[config.mk]
export PLATFORM = sky130hd
export DESIGN_NAME = ata_pio_seq
export DESIGN_NICKNAME = d
export VERILOG_FILES = /design/src/rtl/ata_pio_pkg.sv /design/src/rtl/ata_pio_decode.sv /design/src/rtl/ata_pio_timer.sv /design/src/rtl/ata_pio_cfg.sv /design/src/rtl/ata_pio_seq.sv
export SDC_FILE = /design/constraint.sdc
export NUM_CORES = 1
export LEC_CHECK = 0
export BUFFER_PORTS_ARGS = -buffer_cell sky130_fd_sc_hd__clkbuf_2
export CORE_MARGIN = 3
export CORE_UTILIZATION = 55
export CTS_BUF_LIST = sky130_fd_sc_hd__clkbuf_2 sky130_fd_sc_hd__clkbuf_4 sky130_fd_sc_hd__clkbuf_8
export CTS_CLUSTER_SIZE = 24
export DETAILED_ROUTE_END_ITERATION = 12
export PLACE_DENSITY = 0.93
export REMOVE_ABC_BUFFERS = 1
export SYNTH_ARGS = -nofsm -noshare
export SYNTH_HDL_FRONTEND = slang
export SYNTH_SLANG_ARGS = --single-unit
[constraint.sdc]
create_clock -name clk -period 3.2 [get_ports clk]
set_input_delay 0.16 -clock clk [delete_from_list [all_inputs] [get_ports clk]]
set_output_delay 0.16 -clock clk [all_outputs]
set_load 0.02 [all_outputs]
[src/rtl/ata_pio_pkg.sv]
package ata_pio_pkg;

    typedef enum logic [2:0] {
        ST_IDLE,
        ST_SETUP,
        ST_STROBE,
        ST_HOLD,
        ST_DONE
    } seq_state_t;

    typedef struct packed {
        logic       hit;
        logic [1:0] cs;
        logic [2:0] da;
    } reg_sel_t;

    localparam logic [1:0] CS_IDLE = 2'b11;
    localparam logic [1:0] CS_CMD  = 2'b10;
    localparam logic [1:0] CS_CTL  = 2'b01;

endpackage

[src/rtl/ata_pio_decode.sv]
module ata_pio_decode
    import ata_pio_pkg::*;
#(
    parameter int               OFS_W       = 8,
    parameter logic [OFS_W-1:0] CMD_BASE    = 8'h40,
    parameter logic [OFS_W-1:0] CTL_OFS     = 8'h38,
    parameter logic [2:0]       CTL_DA      = 3'b110,
    parameter int               STRIDE_LOG2 = 2
) (
    input  logic [OFS_W-1:0] offset,
    output reg_sel_t         sel
);
    localparam int NREG = 8;

    logic [NREG-1:0] cmd_hit;

    for (genvar i = 0; i < NREG; i++) begin : g_cmd
        assign cmd_hit[i] = (offset == CMD_BASE + (OFS_W'(i) << STRIDE_LOG2));
    end

    always_comb begin
        sel.hit = 1'b0;
        sel.cs  = CS_IDLE;
        sel.da  = 3'd0;
        if (|cmd_hit) begin
            sel.hit = 1'b1;
            sel.cs  = CS_CMD;
            for (int k = 0; k < NREG; k++) begin
                if (cmd_hit[k]) sel.da = 3'(k);
            end
        end else if (offset == CTL_OFS) begin
            sel.hit = 1'b1;
            sel.cs  = CS_CTL;
            sel.da  = CTL_DA;
        end
    end
endmodule

[src/rtl/ata_pio_timer.sv]
module ata_pio_timer #(
    parameter int CW = 8
) (
    input  logic          clk,
    input  logic          rst_n,
    input  logic          load,
    input  logic [CW-1:0] load_val,
    output logic          expire
);
    logic [CW-1:0] cnt;

    always_ff @(posedge clk or negedge rst_n) begin
        if (!rst_n) begin
            cnt <= '0;
        end else if (load) begin
            cnt <= (load_val == '0) ? CW'(1) : load_val;
        end else if (cnt > CW'(1)) begin
            cnt <= cnt - CW'(1);
        end
    end

    assign expire = (cnt <= CW'(1));
endmodule

[src/rtl/ata_pio_cfg.sv]
module ata_pio_cfg #(
    parameter int            CW        = 8,
    parameter logic [CW-1:0] SETUP_RST = 8'd7,
    parameter logic [CW-1:0] PULSE_RST = 8'd13
) (
    input  logic          clk,
    input  logic          rst_n,
    input  logic          en_we,
    input  logic          en_d,
    input  logic          time_we,
    input  logic [CW-1:0] setup_d,
    input  logic [CW-1:0] pulse_d,
    output logic          enable,
    output logic [CW-1:0] setup_q,
    output logic [CW-1:0] pulse_q
);
    always_ff @(posedge clk or negedge rst_n) begin
        if (!rst_n) begin
            enable  <= 1'b0;
            setup_q <= SETUP_RST;
            pulse_q <= PULSE_RST;
        end else begin
            if (en_we)   enable  <= en_d;
            if (time_we) setup_q <= setup_d;
            if (time_we) pulse_q <= pulse_d;
        end
    end
endmodule

[src/rtl/ata_pio_seq.sv]
module ata_pio_seq
    import ata_pio_pkg::*;
#(
    parameter int OFS_W = 8,
    parameter int DW    = 16,
    parameter int CW    = 8
) (
    input  logic             clk,
    input  logic             rst_n,
    input  logic             cfg_en_we,
    input  logic             cfg_en_d,
    input  logic             cfg_time_we,
    input  logic [CW-1:0]    cfg_setup_d,
    input  logic [CW-1:0]    cfg_pulse_d,
    input  logic             req_valid,
    input  logic             req_write,
    input  logic [OFS_W-1:0] req_offset,
    input  logic [DW-1:0]    req_wdata,
    output logic             req_ready,
    output logic             busy,
    output logic             done,
    output logic             bus_err,
    output logic [DW-1:0]    rdata,
    output logic [1:0]       dev_cs,
    output logic [2:0]       dev_da,
    output logic             dior_n,
    output logic             diow_n,
    input  logic [DW-1:0]    dd_in,
    output logic [DW-1:0]    dd_out,
    output logic             dd_oe
);
    seq_state_t    state, nxt;
    reg_sel_t      sel_dec, sel_q;
    logic          prof_en;
    logic [CW-1:0] setup_q, pulse_q;
    logic          accept, t_load, t_expire;
    logic [CW-1:0] t_val;
    logic          wr_q;
    logic [DW-1:0] wdata_q;

    ata_pio_cfg #(.CW(CW)) u_cfg (
        .clk     (clk),
        .rst_n   (rst_n),
        .en_we   (cfg_en_we),
        .en_d    (cfg_en_d),
        .time_we (cfg_time_we),
        .setup_d (cfg_setup_d),
        .pulse_d (cfg_pulse_d),
        .enable  (prof_en),
        .setup_q (setup_q),
        .pulse_q (pulse_q)
    );

    ata_pio_decode #(.OFS_W(OFS_W)) u_dec (
        .offset (req_offset),
        .sel    (sel_dec)
    );

    assign accept = req_valid && req_ready;
    assign t_load = (state == ST_IDLE && accept) || (state == ST_SETUP && t_expire);
    assign t_val  = (state == ST_IDLE) ? setup_q : pulse_q;

    ata_pio_timer #(.CW(CW)) u_tmr (
        .clk      (clk),
        .rst_n    (rst_n),
        .load     (t_load),
        .load_val (t_val),
        .expire   (t_expire)
    );

    // state register
    always_ff @(posedge clk or negedge rst_n) begin
        if (!rst_n) state <= ST_IDLE;
        else        state <= nxt;
    end

    // transitions
    always_comb begin
        nxt = state;
        unique case (state)
            ST_IDLE:   if (accept) nxt = sel_dec.hit ? ST_SETUP : ST_DONE;
            ST_SETUP:  if (t_expire) nxt = ST_STROBE;
            ST_STROBE: if (t_expire) nxt = ST_HOLD;
            ST_HOLD:   nxt = ST_DONE;
            ST_DONE:   nxt = ST_IDLE;
            default:   nxt = ST_IDLE;
        endcase
    end

    // access context and results
    always_ff @(posedge clk or negedge rst_n) begin
        if (!rst_n) begin
            sel_q   <= '{hit: 1'b0, cs: CS_IDLE, da: 3'd0};
            wr_q    <= 1'b0;
            wdata_q <= '0;
            bus_err <= 1'b0;
            rdata   <= '0;
        end else begin
            if (state == ST_IDLE && accept) begin
                sel_q   <= sel_dec;
                wr_q    <= req_write;
                wdata_q <= req_wdata;
                bus_err <= !sel_dec.hit;
            end
            if (state == ST_STROBE && t_expire && !wr_q) begin
                rdata <= dd_in;
            end
        end
    end

    // outputs
    always_comb begin
        dev_cs    = CS_IDLE;
        dev_da    = 3'd0;
        dior_n    = 1'b1;
        diow_n    = 1'b1;
        dd_oe     = 1'b0;
        dd_out    = wdata_q;
        busy      = (state != ST_IDLE);
        done      = (state == ST_DONE);
        req_ready = (state == ST_IDLE) && prof_en;
        unique case (state)
            ST_SETUP, ST_HOLD: begin
                dev_cs = sel_q.cs;
                dev_da = sel_q.da;
                dd_oe  = wr_q;
            end
            ST_STROBE: begin
                dev_cs = sel_q.cs;
                dev_da = sel_q.da;
                dd_oe  = wr_q;
                dior_n = wr_q;
                diow_n = !wr_q;
            end
            default: ;
        endcase
    end
endmodule

==> metrics <==
outcome finished, violations left; failing checks hold timing; terminus of the critical flop-to-flop path rdata[9]; Routed wire per std cell 16.5 um; number of sinks on the clock net 67; register area share after synthesis 0.548; number of antenna violations at the first check in global routing 0; number of setup buffers added after CTS 0; final net count 451; critical path startpoint category register; buffer depth of the longest clock path 2; max-slew headroom at the worst pin 0.315; post-DR vias/cell 5.44; DRC violation total after the first TritonRoute iteration ~270; post-CTS sizing 0; Congestion Overflow GR 0; worst hold path class in2async; clock buffer count from CTS 9; Worst path slowest cell nand2b_1; Final Skew between 0.008 and 0.009 ns; max-cap violation count 0; maximum clock frequency 395 MHz; yosys warns 0; relative area change from synthesis to final layout 25.1%; source of the worst register-to-register timing path u_tmr.cnt[0]; final-report hold violation count 11; mean post-synth cell area 11.1 um^2; final setup violating endpoints 0; Post-DP HPWL 5560 um; R2R cell count 6; chip width around 81 um; antenna cell count 0; unrepaired setup endpoints after global routing false; Data arrival, critical path 2.75 ns; pwr dens around 800 nW/um^2; GR Util All Layers 0.247; first-pass GRT wire length 12200 um; share of synthesized flip-flops with an asynchronous set or reset 1.00; required arrival time at the worst endpoint 3.42 ns; count of input and output buffers 106; core area 5270 um^2; CP Capture Type register; DRC 0; maximum vdd drop 0.631 mV; placer congestion estimate a little under 0.9; Synth cell types 48; number of max-slew violations in the final report 0; flops & latches, synth 67; count of vias placed by the detailed router 2509; TritonCTS clock tree done; number of cell rows 26; depth of the CTS H-tree 3; via count of the first global-routing pass 2449; count of flip-flops with a built-in enable after synthesis 0; CTS clock-pin slew for the worst setup and hold paths 0.07 ns; total iterations of the first detailed-routing run 4; post-detailed-routing wire length 7620 um; cell count after synthesis around 280; Crit path buffers/inverters 1; Pleak 0.00199 uW; category of the critical setup timing path reg2reg; hold_buf cts 0; mapped cell area 3080 um^2; share of post-route cells with drive strength above 1 0.450; # IOs 107; Antenna Nets Post-Route 0; commonest register cell after synthesis dfrtp_1; final setup TNS 0 ns; largest driver fanout on the critical path 16; final worst path period share 0.791; die outline area 6520 um^2; clock latency on the worst-skew pair 0.34 ns; actual slew at the worst max-slew pin 1.03 ns; CP cell instances inv_1, ha_1, nor2_1, nor3_4, nand2b_1, mux2_2; clock period minus worst slack about 2.5 ns; largest delay contributor family on the critical path simple AND/OR/NAND/NOR gates; effective utilization at floorplan 0.584; cell at the root of the clock tree clkbuf_8; largest net degree at the start of global routing 68; worst reg-to-reg setup slack 0.67 ns; die span in y slightly above 80 um; peak per-stage delay on the critical path 0.74 ns; worst hold slack after final layout -0.0130 ns
[flip-flops by register name, summed over array words and instances, names as in the netlist]
| register | count |
|---|---|
| wr_q | 1 |
| u_cfg.pulse_q | 8 |
| bus_err | 1 |
| u_tmr.cnt | 8 |
| dd_out | 16 |
| state | 3 |
| u_cfg.enable | 1 |
| u_cfg.setup_q | 8 |
| rdata | 16 |
| sel_q | 5 |
[cells in the final DEF (no fill, tap or decap), types with 8 or more instances in the layout]
cell	instances
a21oi_1	8
and2_1	8
clkbuf_2	106
clkbuf_8	11
dfrtp_1	59
dfstp_2	8
mux2_2	26
mux2_4	10
nand2_1	66
nor2_1	14
[final cells by class]
type | count | area, um^2
Sequential cell | 67 | 1690
Fill cell | 365 | 1420
Multi-Input combinational cell | 193 | 1310
Timing Repair Buffer | 110 | 561
Clock buffer | 14 | 174
Tap cell | 70 | 87.6
Inverter | 5 | 18.8
Clock inverter | 2 | 12.5
[where the power goes]
group | internal, uW | leakage (uW) | total [uW] | switching [uW]
registers | 1080 | 0.000797 | 1270 | 187
logic | 426 | 0.00109 | 1100 | 670
clock network | 349 | 0.0000969 | 653 | 304
total | 1860 | 0.00199 | 3020 | 1160
[cell usage after synthesis, types with 2 or more instances]
| cell | instances | share of area |
|---|---|---|
| a21oi_1 | 8 | 0.013 |
| a21o_1 | 2 | 0.0049 |
| nand4_1 | 2 | 0.0041 |
| o22ai_1 | 3 | 0.0061 |
| nand3_1 | 3 | 0.0049 |
| mux2_2 | 26 | 0.095 |
| clkbuf_1 | 8 | 0.0098 |
| or3_1 | 3 | 0.0061 |
| nand2_1 | 66 | 0.081 |
| nor3_1 | 6 | 0.0098 |
| nand2b_1 | 2 | 0.0041 |
| inv_1 | 5 | 0.0061 |
| and2_1 | 8 | 0.016 |
| mux2_4 | 10 | 0.049 |
| dfstp_2 | 8 | 0.068 |
| mux2i_1 | 6 | 0.020 |
| or4_1 | 2 | 0.0049 |
| dfrtp_1 | 59 | 0.48 |
| a211oi_1 | 3 | 0.0073 |
| ha_1 | 2 | 0.0081 |
| xnor2_1 | 2 | 0.0057 |
| nor4_1 | 2 | 0.0041 |
| nor2_1 | 14 | 0.017 |
| or2_2 | 2 | 0.0041 |
[how the worst max path moves through the flow]
stage | from | end | slack, ns | cells after the start
2_1_floorplan | state[2] | state[0] | 0.009 | 5
3_3_place_gp | u_tmr.cnt[3] | rdata[12] | 0.83 | 4
3_5_place_dp | u_tmr.cnt[3] | rdata[0] | 0.70 | 4
4_1_cts | u_tmr.cnt[3] | rdata[0] | 0.68 | 4
5_1_grt | u_tmr.cnt[0] | rdata[9] | 0.52 | 6
6_report | u_tmr.cnt[0] | rdata[9] | 0.67 | 6
[logic make-up (layout without fill, tap and decap cells)]
group | Yosys count | after routing | synth area share
xor gates and xnor gates | 3 | 3 | 0.00855
adders and majority gates | 2 | 2 | 0.00814
AOI/OAI and AO/OA | 29 | 29 | 0.0684
DFF | 67 | 67 | 0.548
muxes | 42 | 42 | 0.164
and+or+nand+nor | 117 | 117 | 0.177
buffers and inverters | 16 | 131 | 0.0260
[metrics by stage]
step / std cells / worst slack [ns] / area [um^2] / utilization / power [uW]
6_report: 461 / 0.668 / 3850 / 0.730 / 3020
5_1_grt: 461 / 0.520 / 3850 / 0.730 / 3210
4_1_cts: 461 / 0.682 / 3850 / 0.730 / 3020
3_5_place_dp: 445 / 0.704 / 3660 / 0.695 / 2360
3_3_place_gp: 445 / 0.831 / 3660 / 0.695 / 2310
2_1_floorplan: 265 / 0.00902 / 3010 / - / 1970
[routing by layer]
layer,track usage,share of wire
met5,0,0
met4,0.0811,0.020
met3,0.0698,0.071
met2,0.410,0.52
met1,0.313,0.39
Note: power is estimated with default switching activity, not from simulation.
